**config.mk**
```make
export PLATFORM = sky130hd
export DESIGN_NAME = dp_alu_unit
export DESIGN_NICKNAME = d
export VERILOG_FILES = /design/src/rtl/dp_alu_pkg.sv /design/src/rtl/dp_alu_decode.sv /design/src/rtl/dp_alu_arith.sv /design/src/rtl/dp_alu_flagreg.sv /design/src/rtl/dp_alu_unit.sv
export SDC_FILE = /design/constraint.sdc
export NUM_CORES = 1
export LEC_CHECK = 0
export ABC_AREA = 0
export BUFFER_PORTS_ARGS = -buffer_cell sky130_fd_sc_hd__buf_2
export CORE_ASPECT_RATIO = 1.25
export CORE_MARGIN = 2
export CORE_UTILIZATION = 45
export DETAILED_ROUTE_END_ITERATION = 7
export GPL_TIMING_DRIVEN = 0
export PLACE_DENSITY = 0.73
export SLEW_MARGIN = 15
export SYNTH_ARGS = -nofsm -noshare
export SYNTH_HDL_FRONTEND = slang
export SYNTH_SLANG_ARGS = --single-unit
export TNS_END_PERCENT = 20
```
**constraint.sdc**
```tcl
create_clock -name clk -period 8.9 [get_ports clk]
set_clock_uncertainty 0.05 [all_clocks]
set_input_delay 1.335 -clock clk [delete_from_list [all_inputs] [get_ports clk]]
set_output_delay 1.335 -clock clk [all_outputs]
set_load 0.02 [all_outputs]
```
**src/rtl/dp_alu_pkg.sv**
```systemverilog
package dp_alu_pkg;
  localparam int unsigned IDX_W    = 4;
  localparam int unsigned OPC_W    = 4;
  localparam int unsigned FLAG_W   = 4;
  localparam int unsigned DST_LSB  = 12;
  localparam int unsigned SRC_LSB  = 16;
  localparam int unsigned SBIT_POS = 20;
  localparam int unsigned OPC_LSB  = 21;

  localparam logic [OPC_W-1:0] OPC_SUB = 4'h2;
  localparam logic [OPC_W-1:0] OPC_RSB = 4'h3;
  localparam logic [OPC_W-1:0] OPC_ADD = 4'h4;
  localparam logic [OPC_W-1:0] OPC_CMP = 4'hA;
  localparam logic [OPC_W-1:0] OPC_MOV = 4'hD;
  localparam logic [OPC_W-1:0] OPC_BIC = 4'hE;

  typedef enum logic [1:0] {
    RES_ARITH,
    RES_PASS_B,
    RES_CLEAR,
    RES_NONE
  } res_sel_e;

  typedef struct packed {
    logic n;
    logic z;
    logic c;
    logic v;
  } flags_t;
endpackage

```
**src/rtl/dp_alu_decode.sv**
```systemverilog
module dp_alu_decode
  import dp_alu_pkg::*;
#(
  parameter int unsigned INSTR_W = 32
) (
  input  logic [INSTR_W-1:0] instr,
  output logic [IDX_W-1:0]   dst_idx,
  output logic [IDX_W-1:0]   src_idx,
  output logic               set_flags,
  output logic               known,
  output logic               is_cmp,
  output logic               do_sub,
  output logic               swap_ops,
  output logic               logic_flags,
  output res_sel_e           res_sel
);
  logic [OPC_W-1:0] opc;

  assign opc       = instr[OPC_LSB +: OPC_W];
  assign dst_idx   = instr[DST_LSB +: IDX_W];
  assign src_idx   = instr[SRC_LSB +: IDX_W];
  assign set_flags = instr[SBIT_POS];

  always_comb begin
    known       = 1'b1;
    is_cmp      = 1'b0;
    do_sub      = 1'b0;
    swap_ops    = 1'b0;
    logic_flags = 1'b0;
    res_sel     = RES_ARITH;
    case (opc)
      OPC_SUB: do_sub = 1'b1;
      OPC_RSB: begin
        do_sub   = 1'b1;
        swap_ops = 1'b1;
      end
      OPC_ADD: do_sub = 1'b0;
      OPC_CMP: begin
        do_sub = 1'b1;
        is_cmp = 1'b1;
      end
      OPC_MOV: begin
        res_sel     = RES_PASS_B;
        logic_flags = 1'b1;
      end
      OPC_BIC: begin
        res_sel     = RES_CLEAR;
        logic_flags = 1'b1;
      end
      default: begin
        known   = 1'b0;
        res_sel = RES_NONE;
      end
    endcase
  end
endmodule

```
**src/rtl/dp_alu_arith.sv**
```systemverilog
module dp_alu_arith #(
  parameter int unsigned W = 32
) (
  input  logic [W-1:0] lhs,
  input  logic [W-1:0] rhs,
  input  logic         do_sub,
  output logic [W-1:0] sum,
  output logic         carry,
  output logic         ovf
);
  localparam int unsigned MSB = W - 1;

  logic [W-1:0] rhs_eff;
  logic [W:0]   total;

  // Subtraction as lhs + ~rhs + 1: the carry out is then "no borrow"
  assign rhs_eff = do_sub ? ~rhs : rhs;
  assign total   = {1'b0, lhs} + {1'b0, rhs_eff} + {{W{1'b0}}, do_sub};
  assign sum     = total[W-1:0];
  assign carry   = total[W];
  // Overflow when both effective addends disagree in sign with the sum
  assign ovf     = (lhs[MSB] ^ sum[MSB]) & (rhs_eff[MSB] ^ sum[MSB]);
endmodule

```
**src/rtl/dp_alu_flagreg.sv**
```systemverilog
module dp_alu_flagreg #(
  parameter int unsigned FW = 4
) (
  input  logic          clk,
  input  logic          rst_n,
  input  logic          load,
  input  logic [FW-1:0] d,
  output logic [FW-1:0] q
);
  logic [FW-1:0] q_nxt;

  always_comb begin
    q_nxt = q;
    if (load) q_nxt = d;
  end

  always_ff @(posedge clk or negedge rst_n) begin
    if (!rst_n) q <= '0;
    else        q <= q_nxt;
  end
endmodule

```
**src/rtl/dp_alu_unit.sv**
```systemverilog
module dp_alu_unit
  import dp_alu_pkg::*;
#(
  parameter int unsigned DATA_W  = 32,
  parameter int unsigned INSTR_W = 32
) (
  input  logic               clk,
  input  logic               rst_n,
  input  logic               instr_valid,
  input  logic [INSTR_W-1:0] instr,
  input  logic [DATA_W-1:0]  op_a,
  input  logic [DATA_W-1:0]  op_b,
  input  logic               shift_carry,
  output logic [DATA_W-1:0]  result,
  output logic               wr_en,
  output logic [IDX_W-1:0]   wr_idx,
  output logic [IDX_W-1:0]   rn_idx,
  output logic [FLAG_W-1:0]  nzcv_next,
  output logic [FLAG_W-1:0]  nzcv
);
  localparam int unsigned MSB = DATA_W - 1;
  localparam logic [IDX_W-1:0] PC_IDX = '1;

  logic        set_flags, known, is_cmp, do_sub, swap_ops, logic_flags;
  res_sel_e    res_sel;
  logic [DATA_W-1:0] lhs, rhs, sum;
  logic        carry, ovf, upd;
  flags_t      cur, nxt;

  dp_alu_decode #(.INSTR_W(INSTR_W)) u_dec (
    .instr       (instr),
    .dst_idx     (wr_idx),
    .src_idx     (rn_idx),
    .set_flags   (set_flags),
    .known       (known),
    .is_cmp      (is_cmp),
    .do_sub      (do_sub),
    .swap_ops    (swap_ops),
    .logic_flags (logic_flags),
    .res_sel     (res_sel)
  );

  // Reverse subtract swaps the operands ahead of the shared subtractor
  assign lhs = swap_ops ? op_b : op_a;
  assign rhs = swap_ops ? op_a : op_b;

  dp_alu_arith #(.W(DATA_W)) u_arith (
    .lhs    (lhs),
    .rhs    (rhs),
    .do_sub (do_sub),
    .sum    (sum),
    .carry  (carry),
    .ovf    (ovf)
  );

  always_comb begin
    case (res_sel)
      RES_ARITH:  result = sum;
      RES_PASS_B: result = op_b;
      RES_CLEAR:  result = op_a & ~op_b;
      default:    result = '0;
    endcase
  end

  assign wr_en = instr_valid & known & ~is_cmp;
  assign upd   = known & (is_cmp | (set_flags & (wr_idx != PC_IDX)));
  assign cur   = flags_t'(nzcv);

  always_comb begin
    nxt = cur;
    if (upd) begin
      nxt.n = result[MSB];
      nxt.z = (result == '0);
      if (logic_flags) begin
        nxt.c = shift_carry;
      end else begin
        nxt.c = carry;
        nxt.v = ovf;
      end
    end
  end

  assign nzcv_next = nxt;

  dp_alu_flagreg #(.FW(FLAG_W)) u_flags (
    .clk   (clk),
    .rst_n (rst_n),
    .load  (instr_valid & upd),
    .d     (nxt),
    .q     (nzcv)
  );

  AST_CMP_NEVER_WRITES: assert property (@(posedge clk) disable iff (!rst_n)
    (instr_valid && instr[OPC_LSB +: OPC_W] == OPC_CMP) |-> !wr_en);

  AST_IDLE_HOLDS_FLAGS: assert property (@(posedge clk) disable iff (!rst_n)
    !instr_valid |=> $stable(nzcv));

  AST_PC_DEST_HOLDS: assert property (@(posedge clk) disable iff (!rst_n)
    (instr_valid && instr[DST_LSB +: IDX_W] == PC_IDX
     && instr[OPC_LSB +: OPC_W] != OPC_CMP) |=> $stable(nzcv));

  AST_SUB_NO_BORROW: assert property (@(posedge clk) disable iff (!rst_n)
    (instr_valid && instr[OPC_LSB +: OPC_W] == OPC_SUB && instr[SBIT_POS]
     && instr[DST_LSB +: IDX_W] != PC_IDX)
    |=> nzcv[1] == ($past(op_b) <= $past(op_a)));

  AST_LOGIC_KEEPS_V: assert property (@(posedge clk) disable iff (!rst_n)
    (instr_valid && (instr[OPC_LSB +: OPC_W] == OPC_MOV
                     || instr[OPC_LSB +: OPC_W] == OPC_BIC))
    |=> $stable(nzcv[0]));

  AST_UNKNOWN_INERT: assert property (@(posedge clk) disable iff (!rst_n)
    (instr_valid && instr[OPC_LSB +: OPC_W] != OPC_SUB
     && instr[OPC_LSB +: OPC_W] != OPC_RSB && instr[OPC_LSB +: OPC_W] != OPC_ADD
     && instr[OPC_LSB +: OPC_W] != OPC_CMP && instr[OPC_LSB +: OPC_W] != OPC_MOV
     && instr[OPC_LSB +: OPC_W] != OPC_BIC)
    |-> (!wr_en && nzcv_next == nzcv));
endmodule

```
==> impl_metrics.tcl <==
set metrics [dict create \
    cts.sinks 4 \
    cts_max_level 1 \
    area_delta_synth_final_pct 19.81 \
    synthTopCellsByArea "ha_1 (9.3%), mux2i_1 (8.6%), mux2_2 (8.4%)" \
    design_power_total_uw 589.0 \
    dieHeight_um 113.5 \
    grt_overflow 0 \
    fill_cells 964 \
    fin_tns_setup_ps 0 \
    swShare_pct 54.46 \
    gp_congestion 0.9603 \
    place_hpwl_um 12810 \
    cts_buffers 3 \
    groute.layer.met2.usage_pct 53.19 \
    crit_path_frequent_cell "buf_2" \
    start_util_pct 46.76 \
    synth_top_area_share_pct 9.283 \
    powerDensity_mw_per_mm2 114.0 \
    cp_num_buf_inv 5 \
    top_register "u_flags.q" \
    reg_top3 "u_flags.q x4" \
    tightestPinTransition_ps 985.4 \
    wirelength_um 16060 \
    finalSetupViolations 0 \
    period_needed_ps 7758 \
    synth_cell_types 74 \
    cp-end-kind "output port" \
    fin_area_mm2 0.005167 \
    largest_reg_flops 4 \
    max_cap_viol_count 0 \
    clock-root-buffer "clkbuf_16" \
    status "completed" \
    worstPathCellList "buf_2 -> nand4bb_1 -> buf_4 -> buf_1 -> mux2i_1 -> xor2_1 -> ha_1 -> buf_2 -> nand4_1 -> nor4_1 -> a22oi_1 -> and4_4 -> a22o_4 -> a211oi_1 -> o211ai_1 -> nor4_1 -> nand4_1 -> o21ai_0 -> buf_2" \
    die-width_um 91.57 \
    finalCritPeriodShare_pct 87.17 \
    seqCellArea_um2 100.1 \
    postCtsSetupBuffers 0 \
    cts_buffer_depth 2 \
    most-common-layout-cells "buf_2 (138), nand2_1 (94), a21oi_1 (52), nor2_1 (49), xor2_1 (39)" \
    layoutNonFillerInstCount 878 \
    vdd_drop_max_v 0.00006036 \
    power.share.clock_pct 12.1 \
    fin_nets 890 \
    place_inst 875 \
    hold_buffers 0 \
    drc 0 \
    antenna_found_initial 0 \
    rsz0062_at_grt "no" \
    synth_nets 760 \
    coreArea_mm2 0.009223 \
    crit_type "in -> out" \
    num_vias 5360 \
    yosysTopAreaCell "ha_1" \
    combPwrFrac_pct 83.6 \
    reg2reg_depth 1 \
    fmax_mhz 128.9 \
    power.switching_uw 320.8 \
    routedWlPerCell_um 18.29 \
    grt_pass1_wl_um 25390 \
    grt_pass1_vias 5089 \
    clk_pin_slew_worst_paths_ps 30 \
    final_antenna_net_count 0 \
    cp.arrival_ps 6370 \
    syn_area_mm2 0.004313 \
    track_usage_pct 29.95 \
    firstDrtPassIters 5 \
    timing.critical_path.slowest_stage_cell "buf_1" \
    layout.core_utilization_pct 56.03 \
    portBuffers 125 \
    worst_setup_path_start_kind "input pin" \
    drt_iter0_drc 401 \
    layout_commonest_cell "buf_2" \
    std_cell_rows 39 \
    synth-edff-count 0 \
    cpPeakStageDelay_ps 760 \
    multiInputGateArea_mm2 0.003911 \
    critPathRequiredTime_ps 7520 \
    avgViaCountPerCell 6.105 \
    pwr-share-seq_pct 4.3 \
    cts_resized 0 \
    grtUsageMet1_pct 38.33 \
    path_max_fanout 10 \
    path_depth 19 \
    synth_seq_area_share_pct 2.321 \
    yosys_warnings 0 \
    drive_above_1_share_pct 26.36 \
    top_usage_layer "met2" \
    hold_viol 0 \
    io_pins 149 \
    ys_ff_latch 4 \
    placed_area_mm2 0.005092 \
    insertion_delay_ps 230 \
    slew_viol_final 0 \
    dieArea_mm2 0.01039 \
    leakagePower_nw 2.488 \
    syn_avg_cell_area_um2 6.879 \
    synth_ff_type "dfrtp_1" \
    p_int_uw 268.2 \
    slew_headroom_pct 34.31 \
    path_delay_family "simple AND/OR/NAND/NOR gates" \
    hold_depth 2 \
    met3_usage_pct 2.510 \
    postSynthCellCount 627 \
    diodes 0 \
    worst_hold_path_type "reg -> reg" \
    cts_tree "yes" \
    async_reset_ff_share_pct 100.0 \
    grt_max_degree 11 \
]
==> worst min-delay path, stage by stage (launching register included) <==
cell	delay (ps)
dfrtp_1	360
nand2_1	60
o21ai_1	60
==> through the flow <==
step	worst slack [ps]	hold WS [ps]
after floorplan	2332	549.6
after global placement	1256	432.2
after detailed placement	1271	450.8
after CTS	1236	457.6
after global routing	845.7	511.1
final	1142	467.7
==> power groups by stage <==
stage	combinational, mW	clock [mW]	sequential [mW]
after floorplan	0.341	0	0.0299
after global placement	0.476	0	0.0249
after detailed placement	0.482	0	0.0253
after CTS	0.484	0.0716	0.0251
after global routing	0.537	0.0729	0.0259
final	0.493	0.0712	0.0253
==> cell families after synthesis <==
kind of cell | count (synthesis) | synth area share, %
AND/OR/NAND/NOR | 235 | 26.23
AO/OA/AOI/OAI | 172 | 27.21
multiplexers | 69 | 16.94
buffers and inverters | 62 | 6.992
XOR/XNOR | 52 | 10.56
adder cells (fa/ha/maj) | 33 | 9.748
flip-flops | 4 | 2.321
==> worst paths after layout <==
check	end	from	slack (ps)
max in group asynchronous	u_flags.q[3]	rst_n	7830
worst max register to register	u_flags.q[3]	u_flags.q[3]	8080
worst min-delay path	u_flags.q[2]	u_flags.q[2]	470
worst max-delay path	nzcv_next[2]	instr[24]	1140
min in group asynchronous	u_flags.q[1]	rst_n	850
worst min register to register	u_flags.q[2]	u_flags.q[2]	470
==> layout make-up <==
type	instances	share of cell area, %
multi-input combinational	561	75.69
tap	123	2.978
inverter	13	0.9443
clock buffer	3	1.453
timing repair buffer	125	12.11
sequential	4	1.937
buffer	49	4.891
==> synthesized netlist by cell type, drive strengths merged (3+ instances only) <==
master	n
mux2i	37
mux2	32
nand3	14
ha	32
nor3b	4
xnor2	13
nor4	5
o21ai	33
a22oi	3
a21o	12
a221oi	5
nor2b	10
or3	3
a21oi	54
o211ai	6
o31ai	4
inv	13
nand2	94
o311ai	3
nand2b	6
buf	35
nand4	19
o22ai	7
nor3	13
nor2	49
clkbuf	14
dfrtp	4
o221ai	7
and3	5
o21a	6
a211oi	7
xor2	39
==> metal layers <==
metal,share of wire (%),vias up,routed length [um]
met3,6.7,34,1082
met5,0,-,0
met1,42,2514,6771
met4,2.5,0,395
li1,-,2575,-
met2,49,237,7814
No activity file was read; power rests on OpenSTA's default activity.
